===== src/rtl/mpu_pkg.sv =====
package mpu_pkg;
    typedef enum logic [2:0] {
        S_IDLE,
        S_PUSH,
        S_CMD,
        S_FLUSH,
        S_ACK,
        S_POP
    } port_state_t;

    localparam logic [7:0] CMD_RESET  = 8'hFF;
    localparam logic [7:0] RESET_ACK  = 8'hFE;
    localparam logic [7:0] EMPTY_READ = 8'hFF;
endpackage


===== src/rtl/strobe_sync.sv =====
module strobe_sync #(
    parameter int STAGES = 2
) (
    input  logic clk,
    input  logic rst_n,
    input  logic async_i,
    output logic act_o,
    output logic rel_o
);
    logic [STAGES:0] pipe_q;

    always_ff @(posedge clk or negedge rst_n) begin
        if (!rst_n) pipe_q <= '0;
        else        pipe_q <= {pipe_q[STAGES-1:0], async_i};
    end

    assign act_o = pipe_q[STAGES-1];
    assign rel_o = pipe_q[STAGES] & ~pipe_q[STAGES-1];
endmodule


===== src/rtl/byte_fifo.sv =====
module byte_fifo #(
    parameter int DEPTH = 4,
    parameter int WIDTH = 8,
    localparam int PTR_W = (DEPTH > 1) ? $clog2(DEPTH) : 1,
    localparam int CNT_W = $clog2(DEPTH + 1)
) (
    input  logic             clk,
    input  logic             rst_n,
    input  logic             flush,
    input  logic             push,
    input  logic [WIDTH-1:0] din,
    input  logic             pop,
    output logic [WIDTH-1:0] dout,
    output logic [CNT_W-1:0] count,
    output logic             full,
    output logic             empty
);
    logic [WIDTH-1:0] mem_q [DEPTH];
    logic [PTR_W-1:0] wptr_q, rptr_q;
    logic [CNT_W-1:0] cnt_q;
    logic             push_ok, pop_ok;

    assign full    = (cnt_q == CNT_W'(DEPTH));
    assign empty   = (cnt_q == '0);
    assign push_ok = push & ~full & ~flush;
    assign pop_ok  = pop & ~empty & ~flush;
    assign dout    = mem_q[rptr_q];
    assign count   = cnt_q;

    function automatic logic [PTR_W-1:0] bump(input logic [PTR_W-1:0] p);
        return (p == PTR_W'(DEPTH - 1)) ? '0 : p + 1'b1;
    endfunction

    always_ff @(posedge clk or negedge rst_n) begin
        if (!rst_n) begin
            wptr_q <= '0;
            rptr_q <= '0;
            cnt_q  <= '0;
        end else if (flush) begin
            wptr_q <= '0;
            rptr_q <= '0;
            cnt_q  <= '0;
        end else begin
            if (push_ok) wptr_q <= bump(wptr_q);
            if (pop_ok)  rptr_q <= bump(rptr_q);
            cnt_q <= cnt_q + CNT_W'(push_ok) - CNT_W'(pop_ok);
        end
    end

    always_ff @(posedge clk) begin
        if (push_ok) mem_q[wptr_q] <= din;
    end
endmodule


===== src/rtl/mpu_host_port.sv =====
module mpu_host_port
    import mpu_pkg::*;
#(
    parameter int FIFO_DEPTH  = 4,
    parameter int SYNC_STAGES = 2,
    localparam int CNT_W = $clog2(FIFO_DEPTH + 1)
) (
    input  logic       clk,
    input  logic       rst_n,
    input  logic       host_cs_n,
    input  logic       host_rd_n,
    input  logic       host_wr_n,
    input  logic       host_a0,
    input  logic [7:0] host_d_in,
    output logic [7:0] host_d_out,
    output logic       host_d_oe,
    output logic       host_irq,
    output logic       host_irq_oe,
    input  logic       core_irq_en,
    output logic       core_rx_valid,
    output logic [7:0] core_rx_data,
    input  logic       core_rx_pop,
    input  logic       core_tx_valid,
    input  logic [7:0] core_tx_data,
    output logic       core_tx_ready
);
    port_state_t state_q, state_d;

    logic wr_raw, rd_raw, wr_act, wr_rel, rd_act, rd_rel;
    logic wr_a0_q, rd_a0_q;
    logic [7:0] wr_byte_q;

    logic rx_push, tx_pop, flush, ack_push;
    logic tx_push;
    logic [7:0] tx_din, tx_head;
    logic [CNT_W-1:0] rx_count, tx_count;
    logic rx_full, rx_empty, tx_full, tx_empty;
    logic [7:0] status;

    assign wr_raw = ~host_cs_n & ~host_wr_n;
    assign rd_raw = ~host_cs_n & ~host_rd_n;

    strobe_sync #(.STAGES(SYNC_STAGES)) u_wr_sync (
        .clk(clk), .rst_n(rst_n), .async_i(wr_raw), .act_o(wr_act), .rel_o(wr_rel)
    );
    strobe_sync #(.STAGES(SYNC_STAGES)) u_rd_sync (
        .clk(clk), .rst_n(rst_n), .async_i(rd_raw), .act_o(rd_act), .rel_o(rd_rel)
    );

    // Address and data are sampled while the synchronised strobe is active;
    // the last sample before release is what the FSM acts on.
    always_ff @(posedge clk or negedge rst_n) begin
        if (!rst_n) begin
            wr_a0_q   <= 1'b0;
            rd_a0_q   <= 1'b0;
            wr_byte_q <= '0;
        end else begin
            if (wr_act) begin
                wr_a0_q   <= host_a0;
                wr_byte_q <= host_d_in;
            end
            if (rd_act) rd_a0_q <= host_a0;
        end
    end

    // State register
    always_ff @(posedge clk or negedge rst_n) begin
        if (!rst_n) state_q <= S_IDLE;
        else        state_q <= state_d;
    end

    // Next state and action strobes
    always_comb begin
        state_d  = state_q;
        rx_push  = 1'b0;
        tx_pop   = 1'b0;
        flush    = 1'b0;
        ack_push = 1'b0;
        unique case (state_q)
            S_IDLE: begin
                if (wr_rel)                state_d = wr_a0_q ? S_CMD : S_PUSH;
                else if (rd_rel && !rd_a0_q) state_d = S_POP;
            end
            S_PUSH: begin
                rx_push = 1'b1;
                state_d = S_IDLE;
            end
            S_CMD: begin
                state_d = (wr_byte_q == CMD_RESET) ? S_FLUSH : S_IDLE;
            end
            S_FLUSH: begin
                flush   = 1'b1;
                state_d = S_ACK;
            end
            S_ACK: begin
                ack_push = 1'b1;
                state_d  = S_IDLE;
            end
            S_POP: begin
                tx_pop  = 1'b1;
                state_d = S_IDLE;
            end
            default: state_d = S_IDLE;
        endcase
    end

    byte_fifo #(.DEPTH(FIFO_DEPTH), .WIDTH(8)) u_rx_fifo (
        .clk(clk), .rst_n(rst_n), .flush(flush),
        .push(rx_push), .din(wr_byte_q),
        .pop(core_rx_pop), .dout(core_rx_data),
        .count(rx_count), .full(rx_full), .empty(rx_empty)
    );

    assign core_tx_ready = ~tx_full & (state_q != S_FLUSH) & (state_q != S_ACK);
    assign tx_push       = ack_push | (core_tx_valid & core_tx_ready);
    assign tx_din        = ack_push ? RESET_ACK : core_tx_data;

    byte_fifo #(.DEPTH(FIFO_DEPTH), .WIDTH(8)) u_tx_fifo (
        .clk(clk), .rst_n(rst_n), .flush(flush),
        .push(tx_push), .din(tx_din),
        .pop(tx_pop), .dout(tx_head),
        .count(tx_count), .full(tx_full), .empty(tx_empty)
    );

    assign status        = {rx_full, ~tx_empty ? 1'b0 : 1'b1, 6'h3F};
    assign host_d_out    = host_a0 ? status : (tx_empty ? EMPTY_READ : tx_head);
    assign host_d_oe     = rd_raw;
    assign core_rx_valid = ~rx_empty;
    assign host_irq_oe   = core_irq_en;
    assign host_irq      = core_irq_en & ~tx_empty;
endmodule


===== config.mk =====
export PLATFORM = sky130hd
export DESIGN_NAME = mpu_host_port
export DESIGN_NICKNAME = d
export VERILOG_FILES = /design/src/rtl/mpu_pkg.sv /design/src/rtl/strobe_sync.sv /design/src/rtl/byte_fifo.sv /design/src/rtl/mpu_host_port.sv
export SDC_FILE = /design/constraint.sdc
export NUM_CORES = 1
export LEC_CHECK = 0
export BUFFER_PORTS_ARGS = -buffer_cell sky130_fd_sc_hd__buf_2
export CORE_ASPECT_RATIO = 0.75
export CORE_UTILIZATION = 25
export CTS_BUF_LIST = sky130_fd_sc_hd__clkbuf_4
export CTS_CLUSTER_SIZE = 10
export DETAILED_ROUTE_END_ITERATION = 8
export GPL_ROUTABILITY_DRIVEN = 0
export GPL_TIMING_DRIVEN = 0
export PLACE_DENSITY = 0.4
export SETUP_SLACK_MARGIN = 0.15
export SLEW_MARGIN = 20
export SYNTH_ARGS = -nofsm -noshare
export SYNTH_HDL_FRONTEND = slang
export SYNTH_HIERARCHICAL = 1
export SYNTH_SLANG_ARGS = --single-unit

===== constraint.sdc =====
create_clock -name clk -period 4 [get_ports clk]
set_input_delay 0.2 -clock clk [delete_from_list [all_inputs] [get_ports clk]]
set_output_delay 0.2 -clock clk [all_outputs]
set_load 0.1 [all_outputs]

### Word-level counts from Yosys, hierarchy flattened

Memory sizes are Yosys's and may differ from the RTL's.
Index checks and enable logic that the tools add are counted.

* output and inout port bits: 21
* bits in registers: 33
* memories kept: 2
* input port bits: 25
* RAM bits: 64

* bitwise operators: 27
* $add $sub $neg: 8
* reductions and logical operators: 9
* multiplexer cells: 31
* eq/ne operators: 15

Memories
* u_rx_fifo.mem_q: depth 4, bits a word 8, rd ports 1, clocked after Yosys merged registers in 0, wr ports 1, line byte_fifo.sv:18 `logic [WIDTH-1:0] mem_q [DEPTH];`
* u_tx_fifo.mem_q: depth 4, bits a word 8, rd ports 1, clocked after Yosys merged registers in 0, wr ports 1, line byte_fifo.sv:18

Operators with widths (count)
* $mux 2: 14
* $mux 8: 3
* $and 1x1->1: 16
* $eq 3x3->1 const B: 4
* $mux 3: 4
* $not 1->1: 10
* $logic_not 3->1: 3
* $mux 1: 9
* $pmux 3 s3: 1
* $add 2x1->2 const B: 4
* $eq 2x2->1 const B: 4
* $eq 8x8->1 const B: 1
* $reduce_bool 2->1: 4
* $add 3x1->3: 2
* $eq 3x2->1 const B: 2
* $ne 3x2->1 const B: 2
* $sub 3x1->3: 2
* $eq 3x1->1 const B: 1
* $ne 3x3->1 const B: 1
* $logic_and 1x1->1: 1
* $logic_not 1->1: 1
* $or 1x1->1: 1

### Depth between registers and ports, before layout

Gate-level depths: netlist of the first run.

* depth in word-level cells: 11
* mapped depth: 12
* mapped depth without buffers: 12

### Modules after synthesis

Netlist of the first run, hierarchy kept.

Modules (own cells, without submodules)
* byte_fifo: cells an instance 88, instances 2, area an instance 1645.3 µm², sequential area each 1136.1 µm²
* mpu_host_port: cells an instance 71, instances 1, area an instance 730.7 µm², sequential area each 325.3 µm²
* strobe_sync: cells an instance 4, instances 2, area an instance 88.8 µm², sequential area each 75.1 µm²

### Worst setup path after synthesis of the first run

Ideal clock, no wire load.

* path type: flip-flop to output port
* from: register u_tx_fifo.cnt_q[1] (netlist: u_tx_fifo/count[1])
* to: output host_d_out[7]
* arrival: 3.163 ns
* stages on the path, launching flop included: 4
* setup slack: 0.637 ns
* cell sequence: dfrtp_1 -> nor3_1 -> nor2_1 -> o21ai_0

* longest elaborated chain between the ends: 3

RTL lines
* from (decl): line byte_fifo.sv:20 `logic [CNT_W-1:0] cnt_q;`
* from (signal assigned): line byte_fifo.sv:46 `cnt_q <= cnt_q + CNT_W'(push_ok) - CNT_W'(pop_ok);`
* $logic_not 3->1: line byte_fifo.sv:24 `assign empty = (cnt_q == '0);`
* net tx_empty: line mpu_host_port.sv:37 `logic rx_full, rx_empty, tx_full, tx_empty;`
* $mux 8 (2 in a row): line mpu_host_port.sv:126 `assign host_d_out = host_a0 ? status : (tx_empty ? EMPTY_READ : tx_head);`
* to (decl): line mpu_host_port.sv:15 `output logic [7:0] host_d_out,`

The timed path passes the listed nets, and every way through them passes these cells.

### Final worst setup path of the first run

* from: register state_q[0]
* to: register u_tx_fifo.cnt_q[2] (netlist: u_tx_fifo/count[2])

* longest elaborated chain between the ends: 10
* elaborated cells on any way between the ends: 20

RTL lines
* from (decl): line mpu_host_port.sv:27 `port_state_t state_q, state_d;`
* from (signal assigned): line mpu_host_port.sv:69 `else state_q <= state_d;`
* $ne 3x2->1: line mpu_host_port.sv:114 `assign core_tx_ready = ~tx_full & (state_q != S_FLUSH) & (state_q != S_ACK);`
* $and 1x1->1 (2 in a row): line mpu_host_port.sv:114
* $and 1x1->1: line mpu_host_port.sv:115 `assign tx_push = ack_push | (core_tx_valid & core_tx_ready);`
* $or 1x1->1 (*): line mpu_host_port.sv:115
* net tx_push: line mpu_host_port.sv:34 `logic tx_push;`
* $and 1x1->1 (*) (2 in a row): line byte_fifo.sv:25 `assign push_ok = push & ~full & ~flush;`
* $add 3x1->3 (*): line byte_fifo.sv:46
* $sub 3x1->3 (*): line byte_fifo.sv:46
* $mux 3 (*): line byte_fifo.sv:39 `end else if (flush) begin`

Mark *: on every way through the listed nets, which the timed path passes. The rest lies on a longest branch.
A chain may end at the register's enable or synchronous reset.

==> key figures, run 1 <==
Cells and area
  – Leading cell type in the layout, fill and taps excluded: edfxtp_1
  – Most frequent cells in the layout: edfxtp_1 (64), buf_2 (47), dfrtp_1 (33), dlygate4sd3_1 (20), mux4_2 (16)
  – Final nets: 372
  – Inserted Diodes: 0
  – Filler instances: 1667
  – Area grow syn2layout: 19.7%
  – Share of cells above drive strength 1: 33.9%

STA
  – Worst rel slew slack: 45.7%
  – Clock skew: 0.0171 ns
  – Setup TNS: 0 ns
  – Slew @ Worst Pin: 0.814 ns
  – RSZ-0062 raised after global routing: false
  – Slew Viols, Final: 0
  – Final setup violation count: 0
  – Period utilisation layout: 72.8%
  – Final min period: 2.91 ns
  – Final hold violations: 0
  – FMAX: 0.343 GHz
  – WHS: 0.0902 ns

Die
  – Die ar.: 0.0173 sq mm
  – Initial core utilization: 25.9%
  – Die Wd: 152 microns
  – I/O pin cnt: 46
  – Core ar.: 0.0162 sq mm
  – # rows: 40
  – Die Span Y: 114 microns

Critical path
  – Startpoint types: flop
  – CP Class: reg2reg
  – WP data arrival: 3.26 ns
  – Crit. End Element: flop
  – Critical path required time: 4.35 ns
  – Max FO, Critical Path: 10

Route
  – 1st-iter DRT viols: 111
  – DRT Pass-1 Iters: 4
  – Routed Antenna Nets: 0
  – Drt total wl: 7.94 mm
  – Via/cell ratio: 4.22
  – Via Count: 2302
  – Wire per inst: 14.5 microns
  – Residual DRC: 0

Logic synthesis
  – Cell area after synthesis: 0.00420 sq mm
  – Post-Syn Instances: 255
  – Post-synth EDFFs: 64
  – Syn nets: 296
  – Primary FF master, synth: edfxtp_1
  – Share of synthesized registers carrying an async set or reset: 34.0%
  – Yosys warns: 6
  – Cell variety after synth: 41
  – Register bit total from synthesis: 97
  – Sequential share of the synthesized area: 65.4%
  – Synth Area per Inst: 16.5 sq um

Place
  – Port Buf Inserts: 45
  – DP Wirelength: 5.27 mm

Clock tree
  – H-tree depth: 3
  – Root buffer cell: clkbuf_4
  – Inserted Clock Buffers: 9
  – TritonCTS clock tree: done
  – Clk slew on worst S/H paths: 0.16 ns
  – Clock Latency Late Sink: 0.47 ns
  – Clock Tree Buf Depth: 2
  – CTS Sinks: 97

Power
  – Leakage power figure: 1.91 nW
  – P per Cell Area: 698 mW/mm^2
  – Max VDD drop: 0.263 mV

Run status
  – Status: finished, final reports clean

GRT
  – Initial antenna violation count: 0
  – GRT Util Overall: 10.1%
  – Global route overflow: 0
  – Vias in the first global route: 2291
  – First-pass GRT wire length: 12.6 mm
  – Largest net degree at the start of global routing: 34

Worst hold path
  – HP Class: in2reg

Job
  – Max Cap Violations: 0
## routing by layer
layer	GRT usage, %	routed length [microns]	vias to the layer above
met4	3.96	119	0
li1	-	-	1105
met3	3.51	278	9
met2	14.8	3570	33
met1	13.5	3970	1155
met5	0	0	-
## worst paths after layout
path	slack [ns]	cells after the start	from	endpoint
max in group asynchronous	3.15	2	rst_n	state_q[2]
setup reg to reg	1.09	11	state_q[0]	u_tx_fifo/count[2]
min in group asynchronous	0.34	2	rst_n	u_rd_sync/pipe_q[0]
hold / removal	0.09	4	core_rx_pop	u_rx_fifo/rptr_q[0]
hold reg to reg	0.38	0	u_wr_sync/pipe_q[0]	u_wr_sync/pipe_q[1]
setup / recovery	1.09	11	state_q[0]	u_tx_fifo/count[2]
## cell families after synthesis
group	after synthesis	synth area share [%]
adders and majority gates	16	5.13
DFF	97	65.4
AOI/OAI and AO/OA	15	3.04
buffers and inverters	22	2.29
muxes	28	11.7
and+or+nand+nor	73	11.5
xor gates and xnor gates	4	0.834
## sequential cells by signal, summed over array words and instances (netlist names), 3 cells and up
name	count
u_rx_fifo/mem_q	32
u_tx_fifo/count	3
u_wr_sync/pipe_q	3
u_tx_fifo/mem_q	32
u_rx_fifo/count	3
state_q	3
u_rd_sync/pipe_q	3
wr_byte_q	8
## repair_timing
action                     CTS  global route
setup endpoints to repair    0             0
gates resized for setup      0             0
hold endpoints to repair    65             2
buffers inserted             0             0
hold buffers                19             1
## critical path, stage by stage (launching register included)
cell and delay [ns]:
dfrtp_1 0.48, nor3b_2 0.65, a21o_1 0.19, nor3b_2 0.30
inv_1 0.08, ha_1 0.27, inv_1 0.05, ha_1 0.13
inv_1 0.05, fa_1 0.38, xnor2_1 0.16, nor2_1 0.05
## power breakdown
part	switching, W	leakage (nW)	total (W)	internal [W]
combinational	0.00112	0.860	0.00159	0.000473
clock	0.000361	0.0626	0.000500	0.000139
sequential	0.000138	0.987	0.00142	0.00128
## final cells by class
class / count / area (sq um) / area share (%)
Timing Repair Buffer: 65 / 425 / 8.46
Inverter: 13 / 48.8 / 0.971
Multi-Input combinational cell: 136 / 1370 / 27.2
Sequential cell: 97 / 2750 / 54.7
Tap cell: 210 / 263 / 5.23
Clock inverter: 7 / 62.6 / 1.24
Clock buffer: 9 / 67.6 / 1.34
Buffer: 9 / 47.5 / 0.946
## Yosys cell counts (3+ instances only)
| library cell | count | area (sq um) |
|---|---|---|
| nor3_1 | 5 | 25.0 |
| dfrtp_1 | 33 | 826 |
| mux4_2 | 16 | 360 |
| or3_1 | 8 | 50.1 |
| mux2_2 | 10 | 113 |
| clkbuf_1 | 4 | 15.0 |
| edfxtp_1 | 64 | 1920 |
| buf_4 | 3 | 22.5 |
| ha_1 | 14 | 175 |
| nor2b_1 | 7 | 43.8 |
| inv_1 | 13 | 48.8 |
| nor2_1 | 12 | 45.0 |
| or2_2 | 7 | 43.8 |
| o31ai_1 | 5 | 37.5 |
| nand3b_1 | 3 | 22.5 |
| and2_1 | 8 | 50.1 |
| nand2_1 | 6 | 22.5 |
## stage by stage
stage / total power [W] / cells / setup slack [ns] / utilization (%) / cell area, sq um
after floorplan: 0.00275 / 255 / 0.637 / - / 4200
after global placement: 0.00303 / 510 / 0.436 / 28.9 / 4690
after detailed placement: 0.00304 / 510 / 0.966 / 29.0 / 4700
after CTS: 0.00357 / 545 / 0.950 / 30.9 / 5020
after global routing: 0.00372 / 546 / 0.810 / 31.0 / 5030
final: 0.00351 / 546 / 1.09 / 31.0 / 5030
No activity file was read; power rests on OpenSTA's default activity.
==> run 2: changes to the inputs <==
- clock period: 4 -> 3 ns (I/O delays scaled with it)
==> key figures, run 2 (synthesis gave the netlist of run 1 again) <==
Cells and area
  – Most frequent cells in the layout: edfxtp_1 (64), buf_2 (47), dfrtp_1 (33), dlygate4sd3_1 (21), mux4_2 (16)
  – Leading cell type in the layout, fill and taps excluded: edfxtp_1
  – Final nets: 374
  – Filler instances: 1659
  – Finished Cell Area: 0.00506 sq mm
  – FF+latch area: 0.00275 sq mm
  – Share of cells above drive strength 1: 34.9%
  – Area grow syn2layout: 20.6%
  – Multi-input logic area: 0.00138 sq mm
  – Largest regs: u_rx_fifo/mem_q (32), u_tx_fifo/mem_q (32), wr_byte_q (8)
  – Final core occ: 31.2%
  – Inserted Diodes: 0

STA
  – Final hold violations: 0
  – FMAX: 0.380 GHz
  – Slew Viols, Final: 0
  – Clock skew: 0.0165 ns
  – Worst rel slew slack: 47.1%
  – WHS: 0.0868 ns
  – RSZ-0062 raised after global routing: true
  – Final setup violation count: 0
  – Slew @ Worst Pin: 0.793 ns
  – Final min period: 2.63 ns
  – Period utilisation layout: 87.7%

Clock tree
  – CTS Sinks: 97
  – TritonCTS clock tree: done
  – Clock Latency Late Sink: 0.47 ns
  – Clk slew on worst S/H paths: 0.15 ns
  – Root buffer cell: clkbuf_4
  – Inserted Clock Buffers: 9
  – Clock Tree Buf Depth: 2
  – H-tree depth: 3

GRT
  – GRT Util Overall: 10.3%
  – First-pass GRT wire length: 12.8 mm
  – Largest net degree at the start of global routing: 34
  – Global route overflow: 0
  – Vias in the first global route: 2312
  – Initial antenna violation count: 0

Critical path
  – Crit. End Element: flop
  – CP Class: reg2reg
  – Max FO, Critical Path: 10
  – CP bufs+invs: 4
  – Delay-heaviest family, CP: adder cells
  – Reg2reg start: state_q[1]
  – Critical path required time: 3.35 ns
  – Crit path from: state_q[1]
  – Critical path's slowest cell: dfrtp_1
  – Critical-path cell list: and3b_1 -> clkbuf_2 -> nor3b_4 -> inv_1 -> ha_1 -> inv_1 -> ha_1 -> inv_1 -> fa_1 -> xnor2_1 -> nor2_1
  – Worst stage delay on the critical path: 0.50 ns
  – WP data arrival: 2.98 ns
  – CP dominant cell by count: inv_1
  – Startpoint types: flop

Run status
  – Status: finished, final reports clean

Power
  – P per Cell Area: 926 mW/mm^2
  – Leakage power figure: 1.93 nW
  – Max VDD drop: 0.282 mV

Die
  – Core ar.: 0.0162 sq mm
  – # rows: 40
  – I/O pin cnt: 46
  – Initial core utilization: 25.9%
  – Die Wd: 152 microns
  – Die ar.: 0.0173 sq mm
  – Die Span Y: 114 microns

Route
  – DRT Pass-1 Iters: 4
  – Residual DRC: 0
  – Via Count: 2284
  – Via/cell ratio: 4.17
  – Routed Antenna Nets: 0
  – Wire per inst: 14.4 microns
  – Drt total wl: 7.91 mm
  – 1st-iter DRT viols: 104

Place
  – Port Buf Inserts: 45
  – DP Area: 0.00471 sq mm
  – DP Wirelength: 5.35 mm

Worst hold path
  – Hold Path Origin: core_tx_data[0]
  – HP Class: in2reg

Job
  – Max Cap Violations: 0
run 2: cell count changes in the layout (fill, tap and decap cells not counted):
cell / before / now
buf_4: 3 / 4
clkbuf_1: 4 / 2
clkbuf_2: 0 / 2
clkinv_2: 0 / 1
clkinv_4: 1 / 0
clkinvlp_4: 3 / 2
dlygate4sd3_1: 20 / 21
inv_8: 2 / 3
nor3_1: 4 / 3
nor3_2: 1 / 2
nor3b_2: 3 / 1
nor3b_4: 2 / 4
o21ai_0: 1 / 0
o21ai_1: 0 / 1
run 2: cell type report:
type	instances	area share, %
Clock inverter	7	1.24
Clock buffer	9	1.33
Sequential cell	97	54.2
Tap cell	210	5.19
Buffer	9	0.988
Inverter	13	0.963
Timing Repair Buffer	67	8.75
Multi-Input combinational cell	136	27.3
run 2: final timing paths:
kind	endpoint	slack [ns]	cells past startpoint
setup / recovery	u_rx_fifo/count[2]	0.37	11
hold / removal	u_tx_fifo/mem_q[2][0]	0.09	2
min in group asynchronous	u_tx_fifo/count[1]	0.28	2
max in group asynchronous	u_rx_fifo/rptr_q[1]	2.21	2
hold reg to reg	u_wr_sync/pipe_q[1]	0.37	0
setup reg to reg	u_rx_fifo/count[2]	0.37	11
run 2: stage by stage:
| step | setup TNS [ns] | instances | total power, W | worst slack [ns] |
|---|---|---|---|---|
| 6_report | 0 | 548 | 0.00469 | 0.370 |
| 3_5_place_dp | 0 | 511 | 0.00406 | 0.253 |
| 3_3_place_gp | -6.36 | 510 | 0.00405 | -0.590 |
| 5_1_grt | 0 | 548 | 0.00499 | 0.133 |
| 4_1_cts | 0 | 548 | 0.00477 | 0.222 |
| 2_1_floorplan | 0 | 255 | 0.00367 | 0.411 |
run 2: report_power, final:
| part | leakage (nW) | switching, W | internal, W |
|---|---|---|---|
| clock | 0.0683 | 0.000479 | 0.000189 |
| combinational | 0.877 | 0.00148 | 0.000641 |
| sequential | 0.987 | 0.000183 | 0.00171 |
| total | 1.93 | 0.00215 | 0.00254 |
run 2: timing repair:
action                     CTS  global route
setup endpoints to repair    0             4
resized for setup            0             6
hold endpoints to repair    72             0
buffers inserted             0             0
hold buffers                21             0
run 2: metal layers:
| metal | vias up | track usage, % | wire length [microns] |
|---|---|---|---|
| met1 | 1136 | 14.0 | 3860 |
| met3 | 10 | 3.27 | 272 |
| li1 | 1110 | - | - |
| met4 | 0 | 3.76 | 127 |
| met2 | 28 | 15.1 | 3650 |
| met5 | - | 0 | 0 |
==> run 3: changes to the inputs <==
- REMOVE_ABC_BUFFERS: unset -> 1
==> key figures, run 3 (synthesis gave the netlist of run 1 again) <==
Run status
  – Status: finished, final reports clean

Critical path
  – CP Class: reg2reg
  – Critical path required time: 3.33 ns
  – Startpoint types: flop
  – Max FO, Critical Path: 9
  – Crit. End Element: flop
  – WP data arrival: 2.98 ns

Cells and area
  – Filler instances: 1644
  – Final core occ: 31.1%
  – Largest regs: u_rx_fifo/mem_q (32), u_tx_fifo/mem_q (32), wr_byte_q (8)
  – Most frequent cells in the layout: edfxtp_1 (64), buf_2 (45), dfrtp_1 (33), dlygate4sd3_1 (21), mux4_2 (16)
  – Non-Filler Instances: 541
  – Leading cell type in the layout, fill and taps excluded: edfxtp_1
  – Share of cells above drive strength 1: 33.3%
  – Final nets: 366
  – Area grow syn2layout: 20.2%

GRT
  – Vias in the first global route: 2331
  – GRT Util Overall: 10.1%
  – First-pass GRT wire length: 12.6 mm
  – Largest net degree at the start of global routing: 34
  – Global route overflow: 0
  – Initial antenna violation count: 1

Place
  – Pre-CTS setup slack: -0.116 ns
  – DP Wirelength: 5.21 mm
  – Port Buf Inserts: 45
  – Post-Place Cells: 501

STA
  – Worst rel slew slack: 44.7%
  – Min setup slack post-route: 0.344 ns
  – FMAX: 0.376 GHz
  – Period utilisation layout: 88.5%
  – Slew @ Worst Pin: 0.829 ns
  – Clock skew: 0.0179 ns
  – Final hold violations: 0
  – Slew Viols, Final: 0
  – Final setup violation count: 0
  – RSZ-0062 raised after global routing: true
  – WHS: 0.106 ns
  – Final min period: 2.66 ns

Clock tree
  – Root buffer cell: clkbuf_4
  – TritonCTS clock tree: done
  – Clock Latency Late Sink: 0.46 ns
  – Inserted Clock Buffers: 9
  – Clk slew on worst S/H paths: 0.15 ns
  – CTS Sinks: 97
  – H-tree depth: 3
  – Clock Tree Buf Depth: 2

Job
  – Max Cap Violations: 0

Route
  – Met1 wire length: 3.96 mm
  – Met2 Wirelength: 3.69 mm
  – Metal3 WL: 287 microns
  – Wire per inst: 14.9 microns
  – Via/cell ratio: 4.25
  – 1st-iter DRT viols: 111
  – DRT Pass-1 Iters: 4
  – Via Count: 2299
  – Routed Antenna Nets: 0
  – Residual DRC: 0
  – Drt total wl: 8.06 mm
  – Top layer in use: met4

Power
  – P per Cell Area: 933 mW/mm^2
  – Sw frac: 44.9%
  – Leakage power figure: 1.91 nW
  – Internal: 0.00259 W
  – Power share of the clock group: 15.3%
  – Net Sw Power: 0.00212 W
  – Seq pwr share: 42.7%
  – Combinational Power Share: 42.0%
  – Power after layout: 0.00471 W
  – Max VDD drop: 0.374 mV

Die
  – Die ar.: 0.0173 sq mm
  – I/O pin cnt: 46
  – Initial core utilization: 25.9%
  – Die Span Y: 114 microns
  – Die Wd: 152 microns
  – # rows: 40
  – Core ar.: 0.0162 sq mm

Worst hold path
  – HP Class: in2reg
-- run 3: power groups by stage --
stage | Combinational [W] | Sequential (W) | Clock [W]
after global placement | 0.00196 | 0.00204 | 0
final | 0.00198 | 0.00201 | 0.000721
after CTS | 0.00200 | 0.00202 | 0.000764
after floorplan | 0.00168 | 0.00195 | 0
after global routing | 0.00212 | 0.00206 | 0.000821
after detailed placement | 0.00197 | 0.00205 | 0
-- run 3: layout make-up --
class	instances	area (sq um)	share of cell area [%]
timing repair buffer	67	455	9.02
antenna	1	2.50	0.0496
tap	210	263	5.21
sequential	97	2750	54.4
clock inverter	6	65.1	1.29
clock buffer	10	75.1	1.49
multi-input combinational	137	1390	27.5
inverter	13	48.8	0.967
-- run 3: what timing repair did --
action	in CTS	in global routing
endpoints found under the hold margin	72	0
cloned	0	1
pin swaps	0	1
resized for setup	3	2
setup buffers	0	1
endpoints found under the setup margin	3	3
hold buffers	21	0
-- run 3: stage by stage --
step	setup TNS, ns	instance area, sq um
final	0	5050
after global placement	-0.845	4640
after detailed placement	-0.153	4640
after global routing	0	5050
after floorplan	-0.433	4150
after CTS	0	5010
-- run 3: final timing paths --
| check | startpoint | endpoint | slack (ns) | cells past startpoint |
|---|---|---|---|---|
| setup / recovery | state_q[0] | u_rx_fifo/count[2] | 0.34 | 10 |
| setup reg to reg | state_q[0] | u_rx_fifo/count[2] | 0.34 | 10 |
| hold / removal | core_tx_valid | u_tx_fifo/wptr_q[0] | 0.11 | 4 |
| max in group asynchronous | rst_n | u_rd_sync/pipe_q[2] | 2.16 | 2 |
| hold reg to reg | u_wr_sync/pipe_q[0] | u_wr_sync/pipe_q[1] | 0.37 | 0 |
| min in group asynchronous | rst_n | wr_byte_q[4] | 0.30 | 2 |
-- run 3: layer usage --
metal  up-vias  global-route usage [%]
met5         -                       0
met4         0                    3.96
met3         8                    3.31
met2        28                    15.3
met1      1168                    13.4
li1       1095                       -
-- run 3: critical path, stage by stage, from the launching register on --
cell and delay, ns:
dfrtp_1 0.54, nor3b_1 0.44, nor3b_2 0.39, inv_1 0.08, ha_1 0.27, inv_1 0.05
ha_1 0.13, inv_1 0.05, fa_1 0.37, xnor2_1 0.16, nor2_1 0.05
